===== config.mk =====
export PLATFORM = sky130hd
export DESIGN_NAME = cseq_top
export DESIGN_NICKNAME = d
export VERILOG_FILES = /design/src/rtl/cseq_pkg.sv /design/src/rtl/cseq_progmem.sv /design/src/rtl/cseq_busport.sv /design/src/rtl/cseq_waitctr.sv /design/src/rtl/cseq_hostport.sv /design/src/rtl/cseq_top.sv
export SDC_FILE = /design/constraint.sdc
export NUM_CORES = 1
export LEC_CHECK = 0
export ABC_AREA = 1
export BUFFER_PORTS_ARGS = -buffer_cell sky130_fd_sc_hd__buf_2
export CORE_AREA = 2 2 232 234
export CTS_CLUSTER_DIAMETER = 30
export DETAILED_ROUTE_END_ITERATION = 10
export DIE_AREA = 0 0 234 236
export PLACE_DENSITY = 0.74
export SYNTH_ARGS = -nofsm -noshare
export SYNTH_HDL_FRONTEND = slang
export SYNTH_SLANG_ARGS = --single-unit

===== constraint.sdc =====
create_clock -name clk_i -period 3 [get_ports clk_i]
set_input_delay 0.6 -clock clk_i [delete_from_list [all_inputs] [get_ports clk_i]]
set_output_delay 0.6 -clock clk_i [all_outputs]
set_load 0.02 [all_outputs]

===== src/rtl/cseq_pkg.sv =====
package cseq_pkg;
  localparam int unsigned WORD_W = 32;
  localparam int unsigned OP_W   = 4;
  localparam int unsigned IMM_W  = WORD_W - OP_W;

  typedef enum logic [OP_W-1:0] {
    OP_NOP    = 4'h0,
    OP_WR_IMM = 4'h1,
    OP_RD_ACC = 4'h2,
    OP_WR_ACC = 4'h3,
    OP_HOST   = 4'h4,
    OP_DELAY  = 4'h8
  } op_e;

  typedef enum logic [2:0] {
    ST_FETCH,
    ST_ADDR,
    ST_BUS,
    ST_DELAY,
    ST_HOST
  } st_e;

  typedef struct packed {
    logic [OP_W-1:0]  op;
    logic [IMM_W-1:0] imm;
  } instr_t;
endpackage


===== src/rtl/cseq_progmem.sv =====
module cseq_progmem #(
  parameter int unsigned DEPTH = 16,
  parameter int unsigned AW    = 4,
  parameter int unsigned WW    = 32
) (
  input  logic          clk_i,
  input  logic          wr_en_i,
  input  logic [AW-1:0] wr_addr_i,
  input  logic [WW-1:0] wr_data_i,
  input  logic [AW-1:0] rd_addr_i,
  output logic [WW-1:0] rd_data_o
);
  logic [WW-1:0] mem_q [DEPTH];

  for (genvar g = 0; g < DEPTH; g++) begin : g_slot
    always_ff @(posedge clk_i) begin
      if (wr_en_i && (32'(wr_addr_i) == g)) begin
        mem_q[g] <= wr_data_i;
      end
    end
  end

  assign rd_data_o = mem_q[rd_addr_i];
endmodule


===== src/rtl/cseq_busport.sv =====
module cseq_busport #(
  parameter int unsigned DW = 32
) (
  input  logic          clk_i,
  input  logic          rst_ni,
  input  logic          start_i,
  input  logic          we_i,
  input  logic [DW-1:0] adr_i,
  input  logic [DW-1:0] wdata_i,
  output logic          done_o,
  output logic [DW-1:0] rdata_o,
  output logic [DW-1:0] wb_adr_o,
  output logic [DW-1:0] wb_dat_o,
  input  logic [DW-1:0] wb_dat_i,
  output logic          wb_cyc_o,
  output logic          wb_stb_o,
  output logic          wb_we_o,
  input  logic          wb_ack_i
);
  logic          active_q;
  logic          we_q;
  logic [DW-1:0] adr_q;
  logic [DW-1:0] dat_q;

  always_ff @(posedge clk_i or negedge rst_ni) begin
    if (!rst_ni) begin
      active_q <= 1'b0;
      we_q     <= 1'b0;
      adr_q    <= '0;
      dat_q    <= '0;
    end else if (start_i && !active_q) begin
      active_q <= 1'b1;
      we_q     <= we_i;
      adr_q    <= adr_i;
      dat_q    <= wdata_i;
    end else if (active_q && wb_ack_i) begin
      active_q <= 1'b0;
    end
  end

  assign wb_cyc_o = active_q;
  assign wb_stb_o = active_q;
  assign wb_we_o  = we_q;
  assign wb_adr_o = adr_q;
  assign wb_dat_o = dat_q;
  assign done_o   = active_q & wb_ack_i;
  assign rdata_o  = wb_dat_i;
endmodule


===== src/rtl/cseq_waitctr.sv =====
module cseq_waitctr #(
  parameter int unsigned CW = 28
) (
  input  logic          clk_i,
  input  logic          rst_ni,
  input  logic          load_i,
  input  logic [CW-1:0] count_i,
  output logic          last_o
);
  logic [CW-1:0] cnt_q;

  always_ff @(posedge clk_i or negedge rst_ni) begin
    if (!rst_ni) begin
      cnt_q <= '0;
    end else if (load_i) begin
      cnt_q <= count_i;
    end else if (cnt_q != '0) begin
      cnt_q <= cnt_q - 1'b1;
    end
  end

  assign last_o = (cnt_q == CW'(1));
endmodule


===== src/rtl/cseq_hostport.sv =====
module cseq_hostport #(
  parameter int unsigned DW = 32
) (
  input  logic          clk_i,
  input  logic          rst_ni,
  input  logic          start_i,
  input  logic [DW-1:0] data_i,
  output logic          done_o,
  output logic [DW-1:0] host_data_o,
  output logic          host_valid_o,
  input  logic          host_ready_i
);
  logic          valid_q;
  logic [DW-1:0] data_q;

  always_ff @(posedge clk_i or negedge rst_ni) begin
    if (!rst_ni) begin
      valid_q <= 1'b0;
      data_q  <= '0;
    end else if (start_i && !valid_q) begin
      valid_q <= 1'b1;
      data_q  <= data_i;
    end else if (valid_q && host_ready_i) begin
      valid_q <= 1'b0;
    end
  end

  assign host_valid_o = valid_q;
  assign host_data_o  = data_q;
  assign done_o       = valid_q & host_ready_i;
endmodule


===== src/rtl/cseq_top.sv =====
module cseq_top
  import cseq_pkg::*;
#(
  parameter int unsigned PROG_DEPTH = 16,
  localparam int unsigned PC_W = $clog2(PROG_DEPTH)
) (
  input  logic              clk_i,
  input  logic              rst_ni,
  input  logic              prog_valid_i,
  output logic              prog_ready_o,
  input  logic [PC_W-1:0]   prog_addr_i,
  input  logic [WORD_W-1:0] prog_data_i,
  output logic [WORD_W-1:0] wb_adr_o,
  output logic [WORD_W-1:0] wb_dat_o,
  input  logic [WORD_W-1:0] wb_dat_i,
  output logic              wb_cyc_o,
  output logic              wb_stb_o,
  output logic              wb_we_o,
  input  logic              wb_ack_i,
  output logic [WORD_W-1:0] host_data_o,
  output logic              host_valid_o,
  input  logic              host_ready_i
);
  localparam logic [PC_W-1:0] PC_LAST = PC_W'(PROG_DEPTH - 1);

  st_e               state_q, state_d;
  logic [PC_W-1:0]   pc_q, pc_d, pc_inc;
  logic [WORD_W-1:0] acc_q, acc_d;
  logic [OP_W-1:0]   op_q, op_d;
  logic [IMM_W-1:0]  imm_q, imm_d;
  logic [WORD_W-1:0] cur_word;
  instr_t            cur;

  logic              bus_start, bus_done, bus_we;
  logic [WORD_W-1:0] bus_wdata, bus_rdata;
  logic              delay_load, delay_last;
  logic              host_start, host_done;

  assign prog_ready_o = 1'b1;

  cseq_progmem #(
    .DEPTH (PROG_DEPTH),
    .AW    (PC_W),
    .WW    (WORD_W)
  ) u_mem (
    .clk_i     (clk_i),
    .wr_en_i   (prog_valid_i),
    .wr_addr_i (prog_addr_i),
    .wr_data_i (prog_data_i),
    .rd_addr_i (pc_q),
    .rd_data_o (cur_word)
  );

  assign cur    = instr_t'(cur_word);
  assign pc_inc = (pc_q == PC_LAST) ? '0 : pc_q + 1'b1;

  assign bus_we    = (op_q != OP_RD_ACC);
  assign bus_wdata = (op_q == OP_WR_IMM) ? {{OP_W{1'b0}}, imm_q} : acc_q;

  cseq_busport #(.DW(WORD_W)) u_bus (
    .clk_i    (clk_i),
    .rst_ni   (rst_ni),
    .start_i  (bus_start),
    .we_i     (bus_we),
    .adr_i    (cur_word),
    .wdata_i  (bus_wdata),
    .done_o   (bus_done),
    .rdata_o  (bus_rdata),
    .wb_adr_o (wb_adr_o),
    .wb_dat_o (wb_dat_o),
    .wb_dat_i (wb_dat_i),
    .wb_cyc_o (wb_cyc_o),
    .wb_stb_o (wb_stb_o),
    .wb_we_o  (wb_we_o),
    .wb_ack_i (wb_ack_i)
  );

  cseq_waitctr #(.CW(IMM_W)) u_wait (
    .clk_i   (clk_i),
    .rst_ni  (rst_ni),
    .load_i  (delay_load),
    .count_i (cur.imm),
    .last_o  (delay_last)
  );

  cseq_hostport #(.DW(WORD_W)) u_host (
    .clk_i        (clk_i),
    .rst_ni       (rst_ni),
    .start_i      (host_start),
    .data_i       (acc_q),
    .done_o       (host_done),
    .host_data_o  (host_data_o),
    .host_valid_o (host_valid_o),
    .host_ready_i (host_ready_i)
  );

  always_comb begin
    state_d    = state_q;
    pc_d       = pc_q;
    acc_d      = acc_q;
    op_d       = op_q;
    imm_d      = imm_q;
    bus_start  = 1'b0;
    delay_load = 1'b0;
    host_start = 1'b0;
    unique case (state_q)
      ST_FETCH: begin
        pc_d = pc_inc;
        case (cur.op)
          OP_WR_IMM, OP_RD_ACC, OP_WR_ACC: begin
            op_d    = cur.op;
            imm_d   = cur.imm;
            state_d = ST_ADDR;
          end
          OP_HOST: begin
            host_start = 1'b1;
            state_d    = ST_HOST;
          end
          OP_DELAY: begin
            if (cur.imm != '0) begin
              delay_load = 1'b1;
              state_d    = ST_DELAY;
            end
          end
          default: ;
        endcase
      end
      ST_ADDR: begin
        pc_d      = pc_inc;
        bus_start = 1'b1;
        state_d   = ST_BUS;
      end
      ST_BUS: begin
        if (bus_done) begin
          if (op_q == OP_RD_ACC) acc_d = bus_rdata;
          state_d = ST_FETCH;
        end
      end
      ST_DELAY: begin
        if (delay_last) state_d = ST_FETCH;
      end
      ST_HOST: begin
        if (host_done) state_d = ST_FETCH;
      end
      default: state_d = ST_FETCH;
    endcase
  end

  always_ff @(posedge clk_i or negedge rst_ni) begin
    if (!rst_ni) begin
      state_q <= ST_FETCH;
      pc_q    <= '0;
      acc_q   <= '0;
      op_q    <= OP_NOP;
      imm_q   <= '0;
    end else begin
      state_q <= state_d;
      pc_q    <= pc_d;
      acc_q   <= acc_d;
      op_q    <= op_d;
      imm_q   <= imm_d;
    end
  end
endmodule


==> results.md <==
Placed design:
- The wire-length estimate of the detail-placed layout is 43,100 um.
- The standard cell area after detailed placement is 31,600 sq um.
- After detailed placement, the design holds a cell count of 3,611.
- In this run the tool buffered the top-level ports with 172 buffer cells.
- The final RePlAce weighted congestion is 0.851.

Logic synthesis:
- The share of the Yosys chip area taken by registers is 0.694.
- After synthesis the cells add up to 29,300 sq um.
- The synthesized area per cell is 10.5 sq um.
- After synthesis the netlist holds a flip-flop and latch count of 710.
- Synthesis produced a netlist with a net count of 2,870.
- The count of unique library cells instantiated by Yosys is 33.
- Yosys printed 0 warnings.
- Synthesis produced a netlist whose cell count is 2,794.

STA:
- The final setup violation count is 0.
- The highest clock rate is 0.345 GHz.
- In the finished design, the share of the clock period the worst path needs comes to 0.966.
- On the final layout, the worst hold slack is 142 ps.
- Setup total negative slack on the finished layout was measured at 0 ps.
- Setup repair after global routing could not meet its margin everywhere.
- The count of final hold-check violations came to 0.
- The relative slew slack is 0.402.
- The transition time of the tightest slew-check pin is 897 ps.
- The clock period could shrink to 2900 ps.
- The max-slew violation count is 0.
- The clock arrives with 26.1 ps of skew.

Clock tree:
- In this run the number of H-tree levels came out at 3.
- The register clock-pin slew on the reported worst setup and hold paths is 60 ps.
- Counting every sink on the clock net gives 710.
- The TritonCTS clock tree is yes.
- No sink is reached through more buffers than the 3 on the longest clock path.
- Counting the buffers created by CTS gives 119.
- The clock reaches the later pin of the worst-skew pair after 660 ps.
- The buffer type at the clock tree root is sky130_fd_sc_hd__clkbuf_16.

Finish:
- The library cells used most frequently in the layout, excluding fill and tap cells, are 629 x sky130_fd_sc_hd__nand2_1, 512 x sky130_fd_sc_hd__edfxtp_1, 500 x sky130_fd_sc_hd__nor2_1.
- The area growth from synthesis to layout is 22.3%.
- Once layout is complete, the utilization of the core stands at 0.675.
- For this run, the number of standard cells in the final layout without fillers is 3,848.
- The net count of the finished layout is 3,119.
- Of the cells placed in the final design, the portion with a size suffix greater than 1 is 0.168.
- The final design area excluding fillers is 35,800 sq um.
- The most frequent standard cell in the layout excluding fill and tap cells is sky130_fd_sc_hd__nand2_1.

Die:
- The width of the die is 234 um.
- The vertical die dimension is 236 um.
- The standard-cell row count is 85.
- The die area is 55,200 sq um.
- The area of the placeable core is 53,100 sq um.
- The number of top-level pins is 174.
- The starting density of the core is 0.552.

Power:
- The analysis attributes to net switching a power of 0.0152 W.
- The part of the total power dissipated in the clock network is 0.332.
- The maximum vdd ir drop is 0.633 mV.
- The portion of total power attributed to sequential cells is 0.322.
- Of the total power, the share spent switching nets is 0.377.
- Summed over all cells, the static leakage comes to 15.0 nW.
- The internal portion of the total power is 0.0251 W.
- The combinational share of power is 0.345.
- For this design the ratio of total power to cell area is 1130 nW/um^2.

Route:
- The number of vias in the routed layout is 21,678.
- The count of nets left with antenna violations once routing finished came out at 0.
- The number of vias per cell after detailed routing is 5.63.
- The number of DRC violations after detailed-routing iteration 0 is 2,517.
- The pre-antenna-repair detailed-routing pass consisted of 6 iterations.
- The overall routed net length is 78,100 um.
- In the final routed layout, each cell accounts on average for 20.3 um.
- For this run, design rule violations remaining after detail routing come to 0.

Status:
- The run finished with clean final reports.

Global route:
- Global routing finished with a remaining overflow of 0.
- Entering global routing, the biggest net connects 87 pins.
- The number of global-route vias before repair is 21,137.
- The initial antenna violation count is 6.
- In the global route stage, overall resource usage came out at 0.282.
- The first global-routing pass estimated 119,000 um of wire.

Setup path:
- The nature of the critical path endpoint is a flop.
- At the worst endpoint, the arrival time is 3450 ps.
- For the worst setup path, the data required time is 3550 ps.
- The worst register-to-register path has a setup slack of 100 ps.
- The critical path is of the reg2reg type.
- Of all nets on the critical path, the largest fanout is 27.
- The startpoint type of the worst setup path is a flop.

Run:
- Across the run, the number of max-cap violations was 0.

Worst hold path:
- The worst hold path class is in2reg.
## critical path, stage by stage, from the launching register on
cell and delay (ps):
sky130_fd_sc_hd__dfrtp_4 540, sky130_fd_sc_hd__clkinv_8 190, sky130_fd_sc_hd__buf_12 210, sky130_fd_sc_hd__buf_4 170, sky130_fd_sc_hd__o21ai_0 200, sky130_fd_sc_hd__nand2_1 90
sky130_fd_sc_hd__nor2_1 100, sky130_fd_sc_hd__nor2_1 60, sky130_fd_sc_hd__nor2_2 210, sky130_fd_sc_hd__nand2_1 80, sky130_fd_sc_hd__nor2_1 100, sky130_fd_sc_hd__nand2_1 80
sky130_fd_sc_hd__nor2_1 140, sky130_fd_sc_hd__nand2_1 140, sky130_fd_sc_hd__nand2_4 140, sky130_fd_sc_hd__buf_12 160, sky130_fd_sc_hd__nand2_1 60, sky130_fd_sc_hd__nand2_1 60
sky130_fd_sc_hd__nand2_1 50
## cell usage after synthesis
cell	instances	area share
sky130_fd_sc_hd__ha_1	3	0.0013
sky130_fd_sc_hd__inv_2	3	0.00038
sky130_fd_sc_hd__clkinv_1	3	0.00038
sky130_fd_sc_hd__o22ai_1	6	0.0013
sky130_fd_sc_hd__nor2b_1	1	0.00021
sky130_fd_sc_hd__buf_6	4	0.0015
sky130_fd_sc_hd__o211ai_1	10	0.0026
sky130_fd_sc_hd__buf_4	17	0.0044
sky130_fd_sc_hd__nand4_1	8	0.0017
sky130_fd_sc_hd__inv_1	171	0.022
sky130_fd_sc_hd__nand2_1	629	0.081
sky130_fd_sc_hd__nand3b_1	1	0.00026
sky130_fd_sc_hd__and3_1	1	0.00021
sky130_fd_sc_hd__nor2_4	1	0.00038
sky130_fd_sc_hd__o21ai_0	286	0.049
sky130_fd_sc_hd__nor2_1	522	0.067
sky130_fd_sc_hd__a31oi_1	6	0.0013
sky130_fd_sc_hd__nand2_2	1	0.00021
sky130_fd_sc_hd__o21ai_1	71	0.012
sky130_fd_sc_hd__nor4_1	3	0.00064
sky130_fd_sc_hd__edfxtp_1	512	0.53
sky130_fd_sc_hd__xor2_1	15	0.0045
sky130_fd_sc_hd__a21oi_1	46	0.0079
sky130_fd_sc_hd__nand3_1	112	0.019
sky130_fd_sc_hd__clkbuf_1	54	0.0069
sky130_fd_sc_hd__or2_2	3	0.00064
sky130_fd_sc_hd__nor2_2	4	0.00085
sky130_fd_sc_hd__buf_1	7	0.00090
sky130_fd_sc_hd__xnor2_1	11	0.0033
sky130_fd_sc_hd__buf_2	65	0.011
sky130_fd_sc_hd__nor3_1	19	0.0032
sky130_fd_sc_hd__conb_1	1	0.00013
sky130_fd_sc_hd__dfrtp_1	198	0.17
## power by group through the flow
stage	Sequential (W)	Clock [W]	Combinational [W]
finish	0.0130	0.0134	0.0139
global route	0.0131	0.0140	0.0153
CTS	0.0130	0.0135	0.0134
detailed placement	0.0131	0	0.0132
global placement	0.0131	0	0.0129
floorplan	0.0137	0	0.00755
## worst paths after layout
check	from	to	cells after the start
setup / recovery	pc_q[0]	u_wait.cnt_q[1]	18
hold / removal	host_ready_i	u_host.host_valid_o	2
setup reg to reg	pc_q[0]	u_wait.cnt_q[1]	18
hold reg to reg	op_q[2]	op_q[2]	2
max in group asynchronous	rst_ni	u_host.host_data_o[18]	3
min in group asynchronous	rst_ni	u_bus.wb_adr_o[5]	2
## repair_timing
item / 4_1_cts / 5_1_grt
setup endpoints to repair: 1 / 31
hold endpoints to repair: 55 / 0
buffers inserted: 0 / 3
resized for setup: 1 / 31
hold buffers: 1 / 0
cloned: 0 / 3
## cell families after synthesis
logic type | after synthesis | synth area share
AOI/OAI and AO/OA | 425 | 0.0740
xor gates and xnor gates | 26 | 0.00778
adders and majority gates | 3 | 0.00128
buffers and inverters | 324 | 0.0475
DFF | 710 | 0.694
other | 1 | 0.000128
and+or+nand+nor | 1305 | 0.175
## sequential cells by signal (all words and copies together) (netlist names)
register and count:
u_bus.wb_adr_o 32, u_bus.wb_we_o 1, imm_q 28, op_q 4, pc_q 4, acc_q 32, u_host.host_data_o 32, u_wait.cnt_q 28
u_bus.wb_dat_o 32, u_mem.mem_q 512, state_q 3, u_host.host_valid_o 1, u_bus.wb_cyc_o 1
## through the flow
step / total power, W / setup WS (ps)
after global routing: 0.0424 / -53.2
after detailed placement: 0.0263 / 45.3
after CTS: 0.0399 / 47.9
after floorplan: 0.0213 / -492
final: 0.0403 / 103
after global placement: 0.0259 / 72.7
## layout make-up
class                           count  area, sq um
Clock inverter                     88          875
Multi-Input combinational cell   1760         7750
Antenna cell                        5         12.5
Tap cell                          696          871
Inverter                          177          682
Clock buffer                      137         3140
Sequential cell                   710        20300
Timing Repair Buffer              275         2140
Fill cell                        3640        17300
## routing by layer
| layer | global-route usage | vias up | wire length (um) | part of all wire |
|---|---|---|---|---|
| li1 | - | 9870 | - | - |
| met3 | 0.0519 | 190 | 7020 | 0.090 |
| met5 | 0 | - | 23 | 0.00029 |
| met2 | 0.455 | 1056 | 38000 | 0.49 |
| met1 | 0.379 | 10558 | 30500 | 0.39 |
| met4 | 0.115 | 4 | 2520 | 0.032 |
Note: power is estimated with default switching activity, not from simulation.
